### config.mk
export PLATFORM = sky130hd
export DESIGN_NAME = pio_edge_ctrl
export DESIGN_NICKNAME = d
export VERILOG_FILES = /design/src/rtl/pio_pkg.sv /design/src/rtl/pio_sync.sv /design/src/rtl/pio_edge_port.sv /design/src/rtl/pio_edge_ctrl.sv
export SDC_FILE = /design/constraint.sdc
export NUM_CORES = 1
export LEC_CHECK = 0
export BUFFER_PORTS_ARGS = -buffer_cell sky130_fd_sc_hd__clkbuf_2
export CORE_MARGIN = 4
export CORE_UTILIZATION = 50
export DETAILED_ROUTE_END_ITERATION = 10
export MAX_ROUTING_LAYER = met4
export PLACE_DENSITY = 0.72
export SLEW_MARGIN = 20
export SYNTH_ARGS = -nofsm -noshare
export SYNTH_HDL_FRONTEND = slang
export SYNTH_SLANG_ARGS = --single-unit
### constraint.sdc
create_clock -name clk -period 2.4 [get_ports clk]
set_clock_uncertainty 0.1 [all_clocks]
set_input_delay 0.12 -clock clk [delete_from_list [all_inputs] [get_ports clk]]
set_output_delay 0.12 -clock clk [all_outputs]
set_load 0.01 [all_outputs]
### src/rtl/pio_pkg.sv
package pio_pkg;
  typedef enum logic [1:0] {
    PG_NONE = 2'd0,
    PG_POL  = 2'd1,
    PG_EN   = 2'd2,
    PG_ID   = 2'd3
  } page_e;

  localparam int OFS_SUMMARY = 6;
  localparam int OFS_PAGE    = 7;
  localparam int OFS_BANK    = 8;
endpackage

### src/rtl/pio_sync.sv
module pio_sync #(
  parameter int W      = 48,
  parameter int STAGES = 2
) (
  input  logic         clk,
  input  logic         rst,
  input  logic [W-1:0] d,
  output logic [W-1:0] q
);
  logic [W-1:0] stg [STAGES];

  always_ff @(posedge clk) begin
    if (rst) begin
      for (int i = 0; i < STAGES; i++) stg[i] <= '0;
    end else begin
      stg[0] <= d;
      for (int i = 1; i < STAGES; i++) stg[i] <= stg[i-1];
    end
  end

  assign q = stg[STAGES-1];
endmodule

### src/rtl/pio_edge_port.sv
module pio_edge_port #(
  parameter int W = 8
) (
  input  logic         clk,
  input  logic         rst,
  input  logic [W-1:0] lvl,
  input  logic         pol_we,
  input  logic         en_we,
  input  logic [W-1:0] wdata,
  output logic [W-1:0] pol_q,
  output logic [W-1:0] en_q,
  output logic [W-1:0] pend_q
);
  logic [W-1:0] prev, rise, fall, hit, en_nx;

  always_comb begin
    rise  = lvl & ~prev;
    fall  = ~lvl & prev;
    hit   = en_q & ((pol_q & rise) | (~pol_q & fall));
    en_nx = en_we ? wdata : en_q;
  end

  always_ff @(posedge clk) begin
    if (rst) begin
      prev   <= '0;
      pol_q  <= '0;
      en_q   <= '0;
      pend_q <= '0;
    end else begin
      prev   <= lvl;
      if (pol_we) pol_q <= wdata;
      en_q   <= en_nx;
      pend_q <= (pend_q | hit) & en_nx;
    end
  end
endmodule

### src/rtl/pio_edge_ctrl.sv
module pio_edge_ctrl
  import pio_pkg::*;
#(
  parameter int NUM_PORTS   = 6,
  parameter int PORT_W      = 8,
  parameter int IRQ_PORTS   = 3,
  parameter int ADDR_W      = 4,
  parameter int SYNC_STAGES = 2
) (
  input  logic                        clk,
  input  logic                        rst,
  input  logic [ADDR_W-1:0]           bus_addr,
  input  logic                        bus_rd,
  input  logic                        bus_wr,
  input  logic [PORT_W-1:0]           bus_wdata,
  output logic [PORT_W-1:0]           bus_rdata,
  input  logic [NUM_PORTS*PORT_W-1:0] pin_in,
  output logic [NUM_PORTS*PORT_W-1:0] pin_sink,
  output logic                        irq
);
  localparam int LINES     = NUM_PORTS * PORT_W;
  localparam int IRQ_LINES = IRQ_PORTS * PORT_W;

  logic [NUM_PORTS-1:0][PORT_W-1:0] out_q, lvl_p;
  logic [IRQ_PORTS-1:0][PORT_W-1:0] pol_p, en_p, pend_p;
  logic [IRQ_PORTS-1:0]             bank_hit, pol_we, en_we;
  logic [LINES-1:0]                 lvl_flat;
  logic [IRQ_LINES-1:0]             en_all, pend_all;
  page_e                            page_q;
  logic [PORT_W-1:0]                rd_mux;

  pio_sync #(.W(LINES), .STAGES(SYNC_STAGES)) u_sync (
    .clk(clk), .rst(rst), .d(pin_in), .q(lvl_flat)
  );
  assign lvl_p = lvl_flat;

  always_comb begin
    for (int n = 0; n < IRQ_PORTS; n++) begin
      bank_hit[n] = (bus_addr == ADDR_W'(OFS_BANK + n));
      pol_we[n]   = bus_wr && bank_hit[n] && (page_q == PG_POL);
      en_we[n]    = bus_wr && bank_hit[n] && (page_q == PG_EN);
    end
  end

  for (genvar g = 0; g < IRQ_PORTS; g++) begin : g_edge
    pio_edge_port #(.W(PORT_W)) u_edge (
      .clk(clk), .rst(rst), .lvl(lvl_p[g]),
      .pol_we(pol_we[g]), .en_we(en_we[g]), .wdata(bus_wdata),
      .pol_q(pol_p[g]), .en_q(en_p[g]), .pend_q(pend_p[g])
    );
  end

  assign en_all   = en_p;
  assign pend_all = pend_p;
  assign pin_sink = out_q;

  always_ff @(posedge clk) begin
    if (rst) begin
      out_q  <= '0;
      page_q <= PG_NONE;
    end else if (bus_wr) begin
      for (int p = 0; p < NUM_PORTS; p++)
        if (bus_addr == ADDR_W'(p)) out_q[p] <= bus_wdata;
      if (bus_addr == ADDR_W'(OFS_PAGE))
        page_q <= page_e'(bus_wdata[PORT_W-1 -: 2]);
    end
  end

  always_comb begin
    rd_mux = '0;
    for (int p = 0; p < NUM_PORTS; p++)
      if (bus_addr == ADDR_W'(p)) rd_mux = ~lvl_p[p];
    if (bus_addr == ADDR_W'(OFS_SUMMARY))
      for (int n = 0; n < IRQ_PORTS; n++) rd_mux[n] = |pend_p[n];
    if (bus_addr == ADDR_W'(OFS_PAGE))
      rd_mux = {page_q, {(PORT_W-2){1'b0}}};
    for (int n = 0; n < IRQ_PORTS; n++) begin
      if (bank_hit[n]) begin
        case (page_q)
          PG_POL:  rd_mux = pol_p[n];
          PG_EN:   rd_mux = en_p[n];
          PG_ID:   rd_mux = pend_p[n];
          default: rd_mux = '0;
        endcase
      end
    end
  end

  always_ff @(posedge clk) begin
    if (rst) begin
      bus_rdata <= '0;
      irq       <= 1'b0;
    end else begin
      if (bus_rd) bus_rdata <= rd_mux;
      irq <= |pend_all;
    end
  end
endmodule

* Word-level counts from Yosys, hierarchy flattened
Memories as Yosys holds them, arrays and structs flattened.
Cells that the tools add are included.
Widths: inputs -> output; s select.
** Cells by class
- Add/sub/neg operators :: 0
- Multiply operators :: 0
- Divide/modulo/power cells :: 0
- Order comparisons :: 0
- Eq/ne operators :: 13
- Shifts and indexed selects :: 0
- Multiplexer cells :: 22
- Bitwise logic cells :: 38
- Reduce and logical (&&, ||, !) cells :: 21
** Operators by type and width (count)
- $and 8x8->8 :: 18
- $mux 8 :: 13
- $mux 48 :: 2
- $not 8->8 :: 12
- $pmux 8 s3 :: 3
- $or 8x8->8 :: 6
- $reduce_or 24->1 :: 1
- $reduce_or 8->1 :: 3
- $eq 4x3->1 const B :: 4
- $reduce_and 2->1 :: 7
- $eq 4x4->1 const B :: 3
- $logic_and 1x1->1 :: 9
- $eq 4x2->1 const B :: 2
- $eq 2x2->1 const B :: 2
- $eq 4x1->1 const B :: 1
- $logic_not 4->1 :: 1
- $mux 1 :: 3
- $mux 3 :: 1
- $eq 2x1->1 const B :: 1
- $or 1x1->1 :: 2
** Storage, ports and cells
- Register bits :: 155
- Bits in latches :: 0
- Bits in writable memories :: 96
- Bits in read-only memories :: 0
- Input port bits :: 64
- Memories kept :: 1
** Memory list
- u_sync.stg :: words 2, bits a word 48, rd ports 2, clocked after Yosys merged registers in 0, write ports 2, RTL line pio_sync.sv:10 : logic [W-1:0] stg [STAGES];

* Longest topological paths before layout
- Depth after elaboration :: 12
- Depth in mapped cells :: 8

* By module
A second synthesis with hierarchy kept.
** Second synthesis, totals
- Cells, all modules :: 963
- Area, all modules :: 10162.2 um^2
** By module, submodules not included
- pio_edge_port :: instances 3, cells an instance 109, area each 1255.0 um^2, seq. area each 640.6 um^2
- pio_edge_ctrl :: instances 1, cells an instance 386, area each 3437.0 um^2, seq. area each 1181.1 um^2
- pio_sync :: instances 1, cells an instance 250, area each 2960.3 um^2, seq. area each 1921.8 um^2

* Least setup slack after synthesis
OpenSTA, ideal clock, no wires.
- Path kind :: flip-flop to flip-flop
- Start point :: register page_q[1]
- End point :: register bus_rdata[3]
- Setup time :: 128 ps
- Data arrival time :: 1534 ps
- Required time :: 2172 ps
- Setup slack :: 639 ps
- Stages on the path, launching flop included :: 8
- Period minus slack after synthesis :: 1761 ps
- Path through :: dfxtp_1 buf_2 buf_4 mux2_2 a22oi_1 o22ai_1 o32ai_1 nor2_1
** Between the ends
- Word-level cells in the longest chain between the ends :: 5
- Elaborated cells on any way between the ends :: 9
- Classes of those cells :: eq/ne: 3; mux: 6
** Ends and longest elaborated chain
- start, declared :: RTL line pio_edge_ctrl.sv:29 : page_e page_q;
- start signal, assigned :: RTL line pio_edge_ctrl.sv:65 : page_q <= page_e'(bus_wdata[PORT_W-1 -: 2]);
- $eq 2x2->1 / $eq 2x1->1 (equally long branches) :: RTL line pio_edge_ctrl.sv:79 : case (page_q)
- $pmux 8 s3 :: RTL line pio_edge_ctrl.sv:79
- $mux 8 (2 in a row) :: RTL line pio_edge_ctrl.sv:78 : if (bank_hit[n]) begin
- $mux 8 (*) :: RTL line pio_edge_ctrl.sv:78
- end signal, assigned :: RTL line pio_edge_ctrl.sv:94 : if (bus_rd) bus_rdata <= rd_mux;
- end, declared :: RTL line pio_edge_ctrl.sv:16 : output logic [PORT_W-1:0] bus_rdata,
Every way passes the cells marked *; elsewhere a longest branch is shown, timed or not.
A chain may end at the register's enable or synchronous reset.

* Worst setup path in the final report
- Start point :: register page_q[1]
- End point :: register g_edge[2].u_edge.pend_q[2]
** Between the ends
- Word-level cells in the longest chain between the ends :: 4
** Ends and longest elaborated chain
- $eq 2x2->1 :: RTL line pio_edge_ctrl.sv:41 : en_we[n] = bus_wr && bank_hit[n] && (page_q == PG_EN);
- $logic_and 1x1->1 :: RTL line pio_edge_ctrl.sv:41
- $mux 8 :: RTL line pio_edge_port.sv:20 : en_nx = en_we ? wdata : en_q;
- $and 8x8->8 :: RTL line pio_edge_port.sv:33 : pend_q <= (pend_q | hit) & en_nx;
- end signal, assigned :: RTL line pio_edge_port.sv:33
- end, declared :: RTL line pio_edge_port.sv:12 : output logic [W-1:0] pend_q
Every way passes these cells.

==> metrics.txt <==
status finished clean; Max Slew Vio Count 0; slowest CP cell nor2b_1; crit end category register; worst vdd ir 0.599 mV; synth top area cells dfxtp_1 53%, mux2i_1 9.6%, nor2b_1 8.0%, nor2_1 4.5%, mux2_2 3.6%; share of the synthesized area in the top cell type 52.9%; final-layout fill cell count 1494; Std-Cell Core Area 18700 µm²; worst-path fanout max 8; Pwr Density 805 nW/µm²; worst-skew pair later-pin latency 520 ps; Synth async-reset ratio 0%; headroom to the max-slew limit 58.4%; initial antenna violation count 0; Setup Fix Bufs, Post-CTS 0; TritonCTS buffer count 25; largest net degree at the start of global routing 69; Root Buffer clkbuf_16; Post-synth top flop dfxtp_1; GP Congestion 0.937; drt wl/cell 17.3 µm; HP Class in -> reg; CTS tree done; Site Rows 50; post-CTS sizing 0; Post-Route WL 23900 µm; Ys Warns 0; Finished Cell Area 12000 µm²; Period minus WS final 2030 ps; Hold Startpoint bus_wdata[5]; area leader, netlist dfxtp_1; Critical Path, Cell by Cell nor2b_1 -> nand3_2 -> nor2_4 -> mux2i_1 -> nor3_1; gr usage total 22.5%; fraction of layout cells with a size suffix above 1 20.1%; die height 146 µm; fin nets 1192; die width 146 µm; number of flops mapped to enable cells by yosys 0; FF-to-FF Start page_q[1]; clock buffer depth 3; Die ar. 21300 µm²; top cell family by delay on the critical path simple AND/OR/NAND/NOR gates; Arrival @ worst endpoint 2330 ps; CTS Sinks 251; Slew @ Worst Pin 624 ps; Max-cap violations 0; Synth Cell Area 9490 µm²; Leak 4.74 nW; Distinct cells, synth 48; worst setup path category reg -> reg; GR Overflow Total 0; vias in the first global route 7086; CP startpoint kind register; DP Area 10300 µm²; synth-to-layout area growth 26.6%; routed vias 7402; final routed DRC violation total 0; total power 0.00968 W; setup TNS 0 ps; IO Port Bufs 120; detail-routed via count per cell 5.36; Buf/Inv on CP 0; starting density of the core 50.7%; hpwl dp 15900 µm; RSZ-0062 raised after global routing false; final count of hold timing violations 0; Crit path largest cell delay 420 ps; FF+latch count, synth 251; Final Cycle Share 84.5%; number of diodes 0; Gate Count Post-Synth 952; post-synthesis sequential area ratio 52.9%; first-pass GRT wire length 38000 µm; fmax 493 MHz; H-tree Lvls 1; final setup fails 0; Pre-antenna DRT Iters 7; first-iteration detailed-routing DRC count 433; clock-pin slew on the worst setup and hold paths 60 ps; Mapped Avg Cell Area 9.97 µm²; crit path from page_q[1]; Antenna Nets Post-Route 0; Worst EP required 2700 ps; io pins 121; Synthesized Nets 1016
Yosys cell counts, types with 3 or more instances:
master,n
a211oi_1,4
a21oi_1,40
a221oi_1,3
a22oi_1,24
buf_2,10
clkbuf_1,42
dfxtp_1,251
inv_1,4
mux2_2,30
mux2i_1,91
nand2_1,34
nand2b_1,23
nand3_1,11
nand3b_1,21
nor2_1,113
nor2_2,4
nor2_4,4
nor2b_1,122
nor3_1,28
nor4_1,6
o21ai_0,36
o221ai_1,5
o22ai_1,10
metal layers:
layer / track usage [%] / up-vias / wire length [µm]
met3: 3.49 / 53 / 1520
met4: 5.79 / 0 / 617
met2: 36.4 / 277 / 11100
met1: 29.8 / 3450 / 10700
li1: - / 3622 / -
met5: - / - / 0
worst paths after layout:
path                                end  slack, ps  cells past startpoint
max          g_edge[2].u_edge.pend_q[2]        370                      5
max reg2reg  g_edge[2].u_edge.pend_q[2]        370                      5
min reg2reg           u_sync.stg[0][74]        330                      1
min                         pin_sink[5]         40                      3
tightest hold or removal path: stages:
cell and delay [ps]:
clkbuf_2 280, nand3_1 150, a21oi_1 60
cell families after synthesis:
family | after synthesis | share of synthesized area, %
muxes | 125 | 14.0
buffers and inverters | 61 | 2.86
and+or+nand+nor | 379 | 21.4
AOI/OAI and AO/OA | 136 | 8.83
DFF | 251 | 52.9
timing repair:
item,CTS,global route
endpoints found under the setup margin,0,0
hold endpoints to repair,98,0
hold buffers,65,0
power breakdown:
part           switching, W  total, W  internal [W]
registers         0.0000577   0.00433       0.00427
logic              0.000285  0.000543      0.000258
clock network       0.00161   0.00480       0.00319
total               0.00196   0.00968       0.00772
area by class of cell:
cell class / instances / area [µm²] / share of cell area [%]
clock inverters: 16 / 365 / 3.04
multi-input cells: 640 / 4200 / 34.9
well taps: 234 / 293 / 2.44
clock buffers: 30 / 674 / 5.61
flip-flops and latches: 251 / 5020 / 41.8
repair buffers: 206 / 1450 / 12.1
inverters: 4 / 15.0 / 0.125
state kept, by name (all words and copies together) (netlist names):
| register | count |
|---|---|
| g_edge.u_edge.en_q | 24 |
| irq | 1 |
| g_edge.u_edge.pend_q | 24 |
| g_edge.u_edge.prev | 24 |
| page_q | 2 |
| bus_rdata | 8 |
| g_edge.u_edge.pol_q | 24 |
| pin_sink | 48 |
| u_sync.stg | 96 |
through the flow:
| stage | util, % | hold WS, ps | cells | setup slack, ps |
|---|---|---|---|---|
| 2_1_floorplan | - | 148 | 952 | 639 |
| 3_3_place_gp | 55.2 | 231 | 1270 | 356 |
| 3_5_place_dp | 55.2 | 232 | 1270 | 339 |
| 4_1_cts | 64.3 | 12.4 | 1381 | 393 |
| 5_1_grt | 64.3 | 38.7 | 1381 | 264 |
| 6_report | 64.3 | 42.7 | 1381 | 372 |
cells in the final DEF, fill, tap and decap left out, drive strengths merged, types with 2 or more instances in the layout:
cell / n
a211oi: 4
a21oi: 40
a221oi: 3
a22oi: 24
a311oi: 2
a31oi: 2
and2b: 3
buf: 22
bufinv: 11
clkbuf: 149
clkinv: 3
dfxtp: 251
dlygate4sd3: 65
inv: 5
mux2: 32
mux2i: 91
mux4: 2
nand2: 34
nand2b: 23
nand3: 12
nand3b: 21
nor2: 121
nor2b: 122
nor3: 28
nor3b: 2
nor4: 6
o21a: 2
o21ai: 36
o221ai: 5
o22ai: 10
o32a: 2
o32ai: 2
or2: 3
or3: 2
Note: power is estimated with default switching activity, not from simulation.
